### src/rtl/ptmr_pkg.sv
package ptmr_pkg;
  localparam logic [2:0] ADR_CTRL = 3'd0;
  localparam logic [2:0] ADR_OUTS = 3'd1;
  localparam logic [2:0] ADR_CNT  = 3'd2;
  localparam logic [2:0] ADR_CMPA = 3'd3;
  localparam logic [2:0] ADR_CMPB = 3'd4;
  localparam logic [2:0] ADR_FLAG = 3'd5;

  typedef enum logic [1:0] {
    OUT_OFF = 2'd0,
    OUT_TOG = 2'd1,
    OUT_CLR = 2'd2,
    OUT_SET = 2'd3
  } out_sel_e;

  function automatic logic is_fast(input logic [2:0] m);
    return (m == 3'd3) || (m == 3'd7);
  endfunction

  function automatic logic is_phase(input logic [2:0] m);
    return (m == 3'd1) || (m == 3'd5);
  endfunction

  function automatic logic is_ctc(input logic [2:0] m);
    return m == 3'd2;
  endfunction

  function automatic logic top_from_a(input logic [2:0] m);
    return (m == 3'd2) || (m == 3'd5) || (m == 3'd7);
  endfunction
endpackage

### src/rtl/ptmr_prescale.sv
module ptmr_prescale #(
  parameter int LOG_MAX = 10
) (
  input  logic       clk,
  input  logic       rst,
  input  logic [2:0] sel_i,
  output logic       tick_o
);
  localparam int SH1 = 3;
  localparam int SH2 = 6;
  localparam int SH3 = 8;

  logic [LOG_MAX-1:0] pre_q;

  always_ff @(posedge clk) begin
    if (rst) pre_q <= '0;
    else     pre_q <= pre_q + {{(LOG_MAX-1){1'b0}}, 1'b1};
  end

  always_comb begin
    case (sel_i)
      3'd1:    tick_o = 1'b1;
      3'd2:    tick_o = &pre_q[SH1-1:0];
      3'd3:    tick_o = &pre_q[SH2-1:0];
      3'd4:    tick_o = &pre_q[SH3-1:0];
      3'd5:    tick_o = &pre_q;
      default: tick_o = 1'b0;
    endcase
  end
endmodule

### src/rtl/ptmr_counter.sv
module ptmr_counter import ptmr_pkg::*; #(
  parameter int CNT_W = 8
) (
  input  logic             clk,
  input  logic             rst,
  input  logic             tick_i,
  input  logic [2:0]       mode_i,
  input  logic [CNT_W-1:0] top_a_i,
  input  logic             cnt_we_i,
  input  logic [CNT_W-1:0] cnt_wd_i,
  output logic [CNT_W-1:0] cnt_o,
  output logic             up_o,
  output logic             wrap_o,
  output logic             ptop_o,
  output logic             ovf_o
);
  localparam logic [CNT_W-1:0] ONE = {{(CNT_W-1){1'b0}}, 1'b1};

  logic [CNT_W-1:0] cnt_q, cnt_nxt, top;
  logic             up_q, up_nxt, at_top, at_bot, fast, ph;

  assign fast   = is_fast(mode_i);
  assign ph     = is_phase(mode_i);
  assign top    = top_from_a(mode_i) ? top_a_i : '1;
  assign at_top = (cnt_q == top);
  assign at_bot = (cnt_q == '0);

  always_comb begin
    cnt_nxt = cnt_q + ONE;
    up_nxt  = up_q;
    if (ph) begin
      if (up_q) begin
        if (at_top) begin
          up_nxt  = 1'b0;
          cnt_nxt = (top == '0) ? '0 : cnt_q - ONE;
        end
      end else if (at_bot) begin
        up_nxt  = 1'b1;
        cnt_nxt = (top == '0) ? '0 : ONE;
      end else begin
        cnt_nxt = cnt_q - ONE;
      end
    end else if ((fast || is_ctc(mode_i)) && at_top) begin
      cnt_nxt = '0;
    end
  end

  always_ff @(posedge clk) begin
    if (rst) begin
      cnt_q <= '0;
      up_q  <= 1'b1;
    end else begin
      if (cnt_we_i)    cnt_q <= cnt_wd_i;
      else if (tick_i) cnt_q <= cnt_nxt;
      if (!ph)                      up_q <= 1'b1;
      else if (tick_i && !cnt_we_i) up_q <= up_nxt;
    end
  end

  assign cnt_o  = cnt_q;
  assign up_o   = up_q;
  assign wrap_o = tick_i && fast && at_top;
  assign ptop_o = tick_i && ph && up_q && at_top;
  assign ovf_o  = fast ? wrap_o :
                  ph   ? (tick_i && !up_q && at_bot) :
                         (tick_i && (cnt_q == '1));

  // without a tick or a write the count holds
  assert_cnt_hold_R2: assert property (@(posedge clk) disable iff (rst)
    (!tick_i && !cnt_we_i) |=> $stable(cnt_q));

  // direction leaves rising only at TOP
  assert_turn_top_R7: assert property (@(posedge clk) disable iff (rst)
    (ph && tick_i && !cnt_we_i && up_q && !at_top) |=> up_q);
endmodule

### src/rtl/ptmr_channel.sv
module ptmr_channel import ptmr_pkg::*; #(
  parameter int CNT_W = 8,
  parameter bit IS_A  = 1'b0
) (
  input  logic             clk,
  input  logic             rst,
  input  logic [2:0]       mode_i,
  input  logic [1:0]       com_i,
  input  logic             tick_i,
  input  logic [CNT_W-1:0] cnt_i,
  input  logic             up_i,
  input  logic             wrap_i,
  input  logic             load_i,
  input  logic             we_i,
  input  logic [CNT_W-1:0] wd_i,
  output logic [CNT_W-1:0] buf_o,
  output logic [CNT_W-1:0] act_o,
  output logic             match_o,
  output logic             lvl_o
);
  logic [CNT_W-1:0] buf_q, act_q;
  logic             lvl_q, lvl_nxt, fast, ph, pwm, inv;

  assign fast    = is_fast(mode_i);
  assign ph      = is_phase(mode_i);
  assign pwm     = fast || ph;
  assign inv     = (com_i == OUT_SET);
  assign match_o = tick_i && (cnt_i == act_q);

  always_comb begin
    lvl_nxt = lvl_q;
    if (com_i == OUT_OFF) begin
      lvl_nxt = 1'b0;
    end else if (com_i == OUT_TOG) begin
      if (pwm && !(IS_A && mode_i[2])) lvl_nxt = 1'b0;
      else if (match_o)                lvl_nxt = ~lvl_q;
    end else if (fast) begin
      if (wrap_i)       lvl_nxt = ~inv;
      else if (match_o) lvl_nxt = inv;
    end else if (ph) begin
      if (match_o) lvl_nxt = up_i ? inv : ~inv;
    end else if (match_o) begin
      lvl_nxt = inv;
    end
  end

  always_ff @(posedge clk) begin
    if (rst) begin
      buf_q <= '0;
      act_q <= '0;
      lvl_q <= 1'b0;
    end else begin
      if (we_i) buf_q <= wd_i;
      if (!pwm)        act_q <= we_i ? wd_i : buf_q;
      else if (load_i) act_q <= buf_q;
      lvl_q <= lvl_nxt;
    end
  end

  assign buf_o = buf_q;
  assign act_o = act_q;
  assign lvl_o = lvl_q;

  // with setting 2 in single-slope mode the output rises only at a wrap
  assert_fast_rise_R5: assert property (@(posedge clk) disable iff (rst)
    ($rose(lvl_q) && $past(fast && (com_i == OUT_CLR))) |-> $past(wrap_i));
endmodule

### src/rtl/pwm_timer8.sv
module pwm_timer8 import ptmr_pkg::*; #(
  parameter int CNT_W = 8
) (
  input  logic             clk,
  input  logic             rst,
  input  logic             reg_we,
  input  logic [2:0]       reg_addr,
  input  logic [CNT_W-1:0] reg_wdata,
  output logic [CNT_W-1:0] reg_rdata,
  output logic             wave_a,
  output logic             wave_b,
  output logic             flag_ovf,
  output logic             flag_cmpa,
  output logic             flag_cmpb
);
  localparam int NCH = 2;

  logic [2:0]                mode_q, cs_q, flag_q, clr, keep;
  logic [NCH-1:0][1:0]       com_q;
  logic [NCH-1:0][CNT_W-1:0] buf_v, act_v;
  logic [NCH-1:0]            match_v, lvl_v;
  logic [CNT_W-1:0]          cnt, rdata_q;
  logic                      tick, up, wrap, ptop, ovf_evt;

  ptmr_prescale #(.LOG_MAX(10)) u_pre (
    .clk(clk), .rst(rst), .sel_i(cs_q), .tick_o(tick)
  );

  ptmr_counter #(.CNT_W(CNT_W)) u_cnt (
    .clk(clk), .rst(rst), .tick_i(tick), .mode_i(mode_q), .top_a_i(act_v[0]),
    .cnt_we_i(reg_we && (reg_addr == ADR_CNT)), .cnt_wd_i(reg_wdata),
    .cnt_o(cnt), .up_o(up), .wrap_o(wrap), .ptop_o(ptop), .ovf_o(ovf_evt)
  );

  for (genvar g = 0; g < NCH; g++) begin : g_ch
    localparam logic [2:0] ADR = (g == 0) ? ADR_CMPA : ADR_CMPB;
    ptmr_channel #(.CNT_W(CNT_W), .IS_A(g == 0)) u_ch (
      .clk(clk), .rst(rst), .mode_i(mode_q), .com_i(com_q[g]), .tick_i(tick),
      .cnt_i(cnt), .up_i(up), .wrap_i(wrap), .load_i(wrap || ptop),
      .we_i(reg_we && (reg_addr == ADR)), .wd_i(reg_wdata),
      .buf_o(buf_v[g]), .act_o(act_v[g]), .match_o(match_v[g]), .lvl_o(lvl_v[g])
    );
  end

  assign clr  = (reg_we && (reg_addr == ADR_FLAG)) ? reg_wdata[2:0] : 3'b000;
  assign keep = flag_q & ~clr;

  always_ff @(posedge clk) begin
    if (rst) begin
      mode_q  <= '0;
      cs_q    <= '0;
      com_q   <= '0;
      flag_q  <= '0;
      rdata_q <= '0;
    end else begin
      if (reg_we && (reg_addr == ADR_CTRL)) begin
        mode_q <= reg_wdata[2:0];
        cs_q   <= reg_wdata[5:3];
      end
      if (reg_we && (reg_addr == ADR_OUTS)) begin
        com_q[0] <= reg_wdata[1:0];
        com_q[1] <= reg_wdata[3:2];
      end
      flag_q <= keep | {match_v[1], match_v[0], ovf_evt};
      case (reg_addr)
        ADR_CTRL: rdata_q <= {{(CNT_W-6){1'b0}}, cs_q, mode_q};
        ADR_OUTS: rdata_q <= {{(CNT_W-4){1'b0}}, com_q[1], com_q[0]};
        ADR_CNT:  rdata_q <= cnt;
        ADR_CMPA: rdata_q <= buf_v[0];
        ADR_CMPB: rdata_q <= buf_v[1];
        ADR_FLAG: rdata_q <= {{(CNT_W-3){1'b0}}, flag_q};
        default:  rdata_q <= '0;
      endcase
    end
  end

  assign reg_rdata = rdata_q;
  assign wave_a    = lvl_v[0];
  assign wave_b    = lvl_v[1];
  assign flag_ovf  = flag_q[0];
  assign flag_cmpa = flag_q[1];
  assign flag_cmpb = flag_q[2];

  // flags not being cleared stay set
  assert_flag_sticky_R10: assert property (@(posedge clk) disable iff (rst)
    (keep != 3'b000) |=> ((flag_q & $past(keep)) == $past(keep)));

  // an overflow event sets the flag even against a clear
  assert_set_wins_R10: assert property (@(posedge clk) disable iff (rst)
    ovf_evt |=> flag_q[0]);
endmodule

### config.mk
export PLATFORM = sky130hd
export DESIGN_NAME = pwm_timer8
export DESIGN_NICKNAME = d
export VERILOG_FILES = /design/src/rtl/ptmr_pkg.sv /design/src/rtl/ptmr_prescale.sv /design/src/rtl/ptmr_counter.sv /design/src/rtl/ptmr_channel.sv /design/src/rtl/pwm_timer8.sv
export SDC_FILE = /design/constraint.sdc
export NUM_CORES = 1
export LEC_CHECK = 0
export BUFFER_PORTS_ARGS = -buffer_cell sky130_fd_sc_hd__buf_2
export CAP_MARGIN = 15
export CORE_ASPECT_RATIO = 2
export CORE_MARGIN = 1
export CORE_UTILIZATION = 51
export CTS_BUF_LIST = sky130_fd_sc_hd__clkbuf_4
export DETAILED_ROUTE_END_ITERATION = 6
export PLACE_DENSITY_LB_ADDON = 0.3
export SYNTH_ARGS = -nofsm -noshare
export SYNTH_HDL_FRONTEND = slang
export SYNTH_HIERARCHICAL = 1
export SYNTH_SLANG_ARGS = --single-unit
export TNS_END_PERCENT = 10
### constraint.sdc
create_clock -name clk -period 6.7 [get_ports clk]
set_clock_uncertainty 0.1 [all_clocks]
set_input_delay 0.67 -clock clk [delete_from_list [all_inputs] [get_ports clk]]
set_output_delay 0.67 -clock clk [all_outputs]
set_load 0.01 [all_outputs]
Word-level counts from Yosys, hierarchy flattened
Index checks and enable logic that the tools add are counted.

storage, ports and cells
  bits in registers = 74
  input bits = 14
  output and inout port bits = 13
  word-level logic and storage cells = 140

operators by class
  $add $sub $neg = 3
  equality and inequality tests = 28
  muxes and demuxes = 42
  bitwise logic cells = 8
  reduce and logical (&&, ||, !) cells = 44

operators with widths
  operator                 count
  $mux W8                  15
  $pmux W8 S6              1
  $eq A8 B8 Y1             3
  $mux W1                  24
  $logic_and A1 B1 Y1      19
  $eq A3 B2 Y1 const B     6
  $eq A3 B3 Y1 const B     6
  $logic_not A8 Y1         2
  $add A10 B1 Y10 const B  1
  $reduce_and A10 Y1       1
  $eq A3 B1 Y1 const B     3
  $add A8 B1 Y8 const B    1
  $eq A8 B8 Y1 const B     1
  $reduce_and A8 Y1        1
  $sub A8 B1 Y8 const B    1
  $logic_or A1 B1 Y1       7
  $ne A3 B2 Y1 const B     2
  $reduce_and A6 Y1        1
  $reduce_or A2 Y1         3
  $not A1 Y1               5
  $pmux W1 S5              1
  $eq A2 B1 Y1 const B     2
  $eq A2 B2 Y1 const B     2
  $logic_not A2 Y1         2
  other kinds (12)         15

Logic depth before layout (Yosys ltp)
  word-level depth = 11
  mapped depth = 13
  gate-level depth less buffers = 12

Cells and area by module
Netlist, hierarchy kept.

modules (own cells, without submodules)
  module                       instances  cells an instance  area each (sq um)  seq. area each (sq um)
  ptmr_counter                 1          196                1,352.5            180.2
  pwm_timer8                   1          116                1,096.1            420.4
  ptmr_channel (g_ch[0].u_ch)  1          99                 917.1              340.3
  ptmr_channel (g_ch[1].u_ch)  1          87                 840.8              340.3
  ptmr_prescale                1          53                 495.5              200.2

Worst setup path after synthesis
Ideal clock, no wire load.

  path type = flip-flop to flip-flop
  start point = register u_pre.pre_q[0]
  end point = register g_ch[1].u_ch.act_q[0]
  setup time = 122 ps
  arrival = 3,168 ps
  required time = 6,478 ps
  path slack = 3,310 ps
  stages on the path, launching flop included = 13
  buffers on the path = 2
  clock period less this slack = 3,390 ps
  cell sequence = dfxtp_1 ha_1 ha_1 inv_1 o221a_2 o32ai_1 clkbuf_1 inv_1 nor3_1 or2_2 clkbuf_1 mux2i_1 o2bb2ai_1

between the ends
  elaborated cells on any way between the ends = 12
  those cells by class = eq/ne: 1; mux: 1; reduce/logical: 10

RTL lines
  element                                     line                 source
  start: declaration                          ptmr_prescale.sv:13  logic [LOG_MAX-1:0] pre_q;
  start signal: assignment                    ptmr_prescale.sv:17  else pre_q <= pre_q + {{(LOG_MAX-1){1'b0}}, 1'b1};
  $reduce_and A10 Y1 (tied with other cells)  ptmr_prescale.sv:26  3'd5: tick_o = &pre_q;
  $pmux W1 S5 (*)                             ptmr_prescale.sv:21  case (sel_i)
  net tick                                    pwm_timer8.sv:23     logic tick, up, wrap, ptop, ovf_evt;
  $logic_and A1 B1 Y1 (*) (2 in a row)        ptmr_counter.sv:62   assign wrap_o = tick_i && fast && at_top;
  net wrap                                    pwm_timer8.sv:23
  $logic_or A1 B1 Y1 (*)                      pwm_timer8.sv:39     .cnt_i(cnt), .up_i(up), .wrap_i(wrap), .load_i(wrap || ptop),
  $ne A2 B1 Y1 (no source line) (*)           --
  end signal: assignment                      ptmr_channel.sv:54   if (!pwm) act_q <= we_i ? wd_i : buf_q;
  end signal: assignment                      ptmr_channel.sv:55   else if (load_i) act_q <= buf_q;
  end: declaration                            ptmr_channel.sv:21   logic [CNT_W-1:0] buf_q, act_q;

Mark *: on every way through the listed nets, which the timed path passes. The rest lies on a longest branch.
A chain may end at the register's enable or synchronous reset.

Worst setup path in the final report
  start point = register mode_q[1]
  end point = register g_ch[0].u_ch.act_q[6]

between the ends
  cells in the longest elaborated chain, start to end = 8
  elaborated cells on any way between the ends = 20
  those cells by class = eq/ne: 7; mux: 2; reduce/logical: 11

RTL lines
  element                                       line                source
  start: declaration                            pwm_timer8.sv:18    logic [2:0] mode_q, cs_q, flag_q, clr, keep;
  start signal: assignment                      pwm_timer8.sv:57    mode_q <= reg_wdata[2:0];
  $eq A3 B2 Y1 or $eq A3 B3 Y1 (tied branches)  ptmr_pkg.sv:29      return (m == 3'd2) || (m == 3'd5) || (m == 3'd7);
  $logic_or A1 B1 Y1 (2 in a row)               ptmr_pkg.sv:29
  $mux W8                                       ptmr_counter.sv:24  assign top = top_from_a(mode_i) ? top_a_i : '1;
  $eq A8 B8 Y1                                  ptmr_counter.sv:25  assign at_top = (cnt_q == top);
  $logic_and A1 B1 Y1 (*)                       ptmr_counter.sv:62
  net wrap                                      pwm_timer8.sv:23
  $logic_or A1 B1 Y1 (*)                        pwm_timer8.sv:39
  $ne A2 B1 Y1 (no source line) (*)             --
  end signal: assignment                        ptmr_channel.sv:54
  end signal: assignment                        ptmr_channel.sv:55
  end: declaration                              ptmr_channel.sv:21

Marked as above.

==> flow_metrics.tcl <==
set metrics [dict create \
    die_height_um 137.8 \
    grt_antenna_before_repair 0 \
    syn-cell-area_um2 4702 \
    postCtsSetupBuffers 0 \
    fin_crit_sh_pct 62.96 \
    crit_buf_inv 0 \
    drc_errors 0 \
    hold_slack_ns 0.3919 \
    seq_area_frac_synth_pct 31.51 \
    relSlewSlack_pct 44.34 \
    cts_buffer_depth 2 \
    clkTransAtPathRegs_ns 0.12 \
    core_area_um2 8951 \
    synth_most_common_cell "dfxtp_1" \
    dp.cells 646 \
    drtIter0Drc 325 \
    synth_area_leaders "dfxtp_1, mux2i_1, nor2_1" \
    p_per_area_nw_per_um2 168.5 \
    yosys.area.top_type "dfxtp_1" \
    grt_use_met2_pct 49.57 \
    cp-start-kind "register" \
    grt_pass1_vias 4163 \
    p_leak_nw 1.655 \
    synth_cells 551 \
    rsz0062_at_grt "false" \
    grt_use_met3_pct 5.925 \
    grt_max_degree 71 \
    cts_root_buffer "clkbuf_4" \
    finalPower_mw 0.8321 \
    cp_cell_sequence "or3b_1, a211o_1, a22oi_2, nand4_1, nor3_1, or2_2, mux2i_1, o21ai_1" \
    critPathRequiredTime_ns 6.91 \
    cts_tree "done" \
    grt_overflow 0 \
    async_flop_share_pct 0 \
    ys_types 79 \
    drive_gt1_share_pct 12.50 \
    worstHoldPathCells 2 \
    gr-usage-all-layers_pct 27.94 \
    dp_hpwl_mm 9.667 \
    synthFlopType "dfxtp_1" \
    maxCapViolCount 0 \
    first_pass_iters 5 \
    worstHoldPathType "register to register" \
    htreeDepth 3 \
    num_antenna_cells 0 \
    dieWidth_um 69.90 \
    postCtsResizedCells 0 \
    area_growth_pct 5.056 \
    synthesis.nets 570 \
    crit_cells 8 \
    viasPerCell 6.563 \
    ant_nets 0 \
    report.final.slew_viol_count 0 \
    cts_num_sinks 74 \
    tightest_slew_ns 0.8272 \
    wl_per_cell_um 20.25 \
    layout_min_cycle_time_ns 4.218 \
    ir_worst_vdd_uv 95.04 \
    io_buffers 26 \
    die_area_um2 9631 \
    fin_cells 662 \
    reg2regPathDepth 8 \
    nets 574 \
    synth_edf_count 0 \
    gp_congestion 0.9311 \
    cp_max_fo 22 \
    synth_warnings 6 \
    cts-buffers-inserted 9 \
    setup_ws_ns 2.482 \
    grt_use_met1_pct 26.75 \
    hold_viol 0 \
    place_ws_ns 2.635 \
    drt_wl_total_mm 13.41 \
    path_delay_family "simple AND/OR/NAND/NOR gates" \
    worstPathArrival_ns 4.42 \
    critical-path-max-stage-delay_ns 0.81 \
    fin_tns_setup_ns 0 \
    clk_latency_ns 0.44 \
    fmax_ghz 0.2371 \
    start_util_pct 52.53 \
    vias 4345 \
    endpoint_kind "register" \
    busiest_layer "met2" \
    synth_common_cells "dfxtp_1, nor2_1, mux2i_1" \
    cp_slowest_cell "nor3_1" \
    ys_ff_latch 74 \
    synth_top_area_share_pct 31.51 \
    grt_pass1_wl_mm 20.74 \
    rows 49 \
    status "completed" \
    ios 27 \
    setup_violations 0 \
    avgSynthCellArea_um2 8.534 \
    postCtsHoldBufs 0 \
    worstSetupPathType "register to register" \
]
[placed cells by master, fill, tap and decap left out, types with 8 or more instances in the layout]
cell       Yosys  final
dfxtp_1       74     74
nor2_1        53     53
mux2i_1       46     46
a21oi_1       38     38
buf_2         12     26
nand3_1       23     23
nand2_1       20     20
inv_1         17     17
o21ai_0       17     17
xnor2_1       15     15
or3_1         13     13
nand2b_1      11     11
clkbuf_4       0     10
xor2_1        10     10
o31ai_1       10     10
nor3_1        10     10
nor2b_1        9      9
or4b_1         8      8
o21ai_1        8      8
o2bb2ai_1      8      8
[power breakdown]
part | internal [mW] | switching [mW]
combinational | 0.0354 | 0.0572
clock | 0.116 | 0.160
sequential | 0.449 | 0.0148
total | 0.600 | 0.232
[path summary, 6_finish.rpt]
kind	from	end	slack (ns)
min	u_pre/pre_q[9]	u_pre/pre_q[9]	0.39
max	mode_q[1]	g_ch[0].u_ch/act_o[6]	2.48
max reg2reg	mode_q[1]	g_ch[0].u_ch/act_o[6]	2.48
min reg2reg	u_pre/pre_q[9]	u_pre/pre_q[9]	0.39
[tightest hold or removal path, cell delays in order (launching register included)]
cell and delay (ns):
dfxtp_1 0.34, o31ai_1 0.06, a21oi_1 0.06
[registers in the layout, indices dropped and copies added (netlist names)]
| register | count |
|---|---|
| u_cnt/up_o | 1 |
| flag_q | 3 |
| mode_q | 3 |
| com_q | 4 |
| g_ch.u_ch/act_o | 16 |
| cs_q | 3 |
| g_ch.u_ch/lvl_o | 2 |
| reg_rdata | 8 |
| u_pre/pre_q | 10 |
| g_ch.u_ch/buf_o | 16 |
| u_cnt/cnt_o | 8 |
[metal layers]
layer / routed length [um] / vias up
met5: 0 / -
met3: 567 / 68
met4: 1024 / 0
met1: 4885 / 2048
met2: 6927 / 182
li1: - / 2047
[through the flow]
step / cell area, um2 / util [%]
2_1_floorplan: 4702 / -
3_3_place_gp: 4807 / 53.70
3_5_place_dp: 4807 / 53.70
4_1_cts: 4940 / 55.19
5_1_grt: 4940 / 55.19
6_report: 4940 / 55.19
[layout make-up]
class | count | area, um2
sequential | 74 | 1481
tap | 102 | 127.6
clock inverter | 6 | 57.56
multi-input combinational | 421 | 2970
timing repair buffer | 29 | 152.6
fill | 832 | 4011
clock buffer | 10 | 75.07
inverter | 20 | 75.07
[cells by family after synthesis]
logic type,count (synthesis),share of synthesized area [%]
AOI/OAI and AO/OA,139,20.44
xor gates and xnor gates,26,5.003
adders and majority gates,5,1.330
buffers and inverters,56,5.322
DFF,74,31.51
muxes,54,12.03
and+or+nand+nor,197,24.38
(Power assumes the default switching activity.)
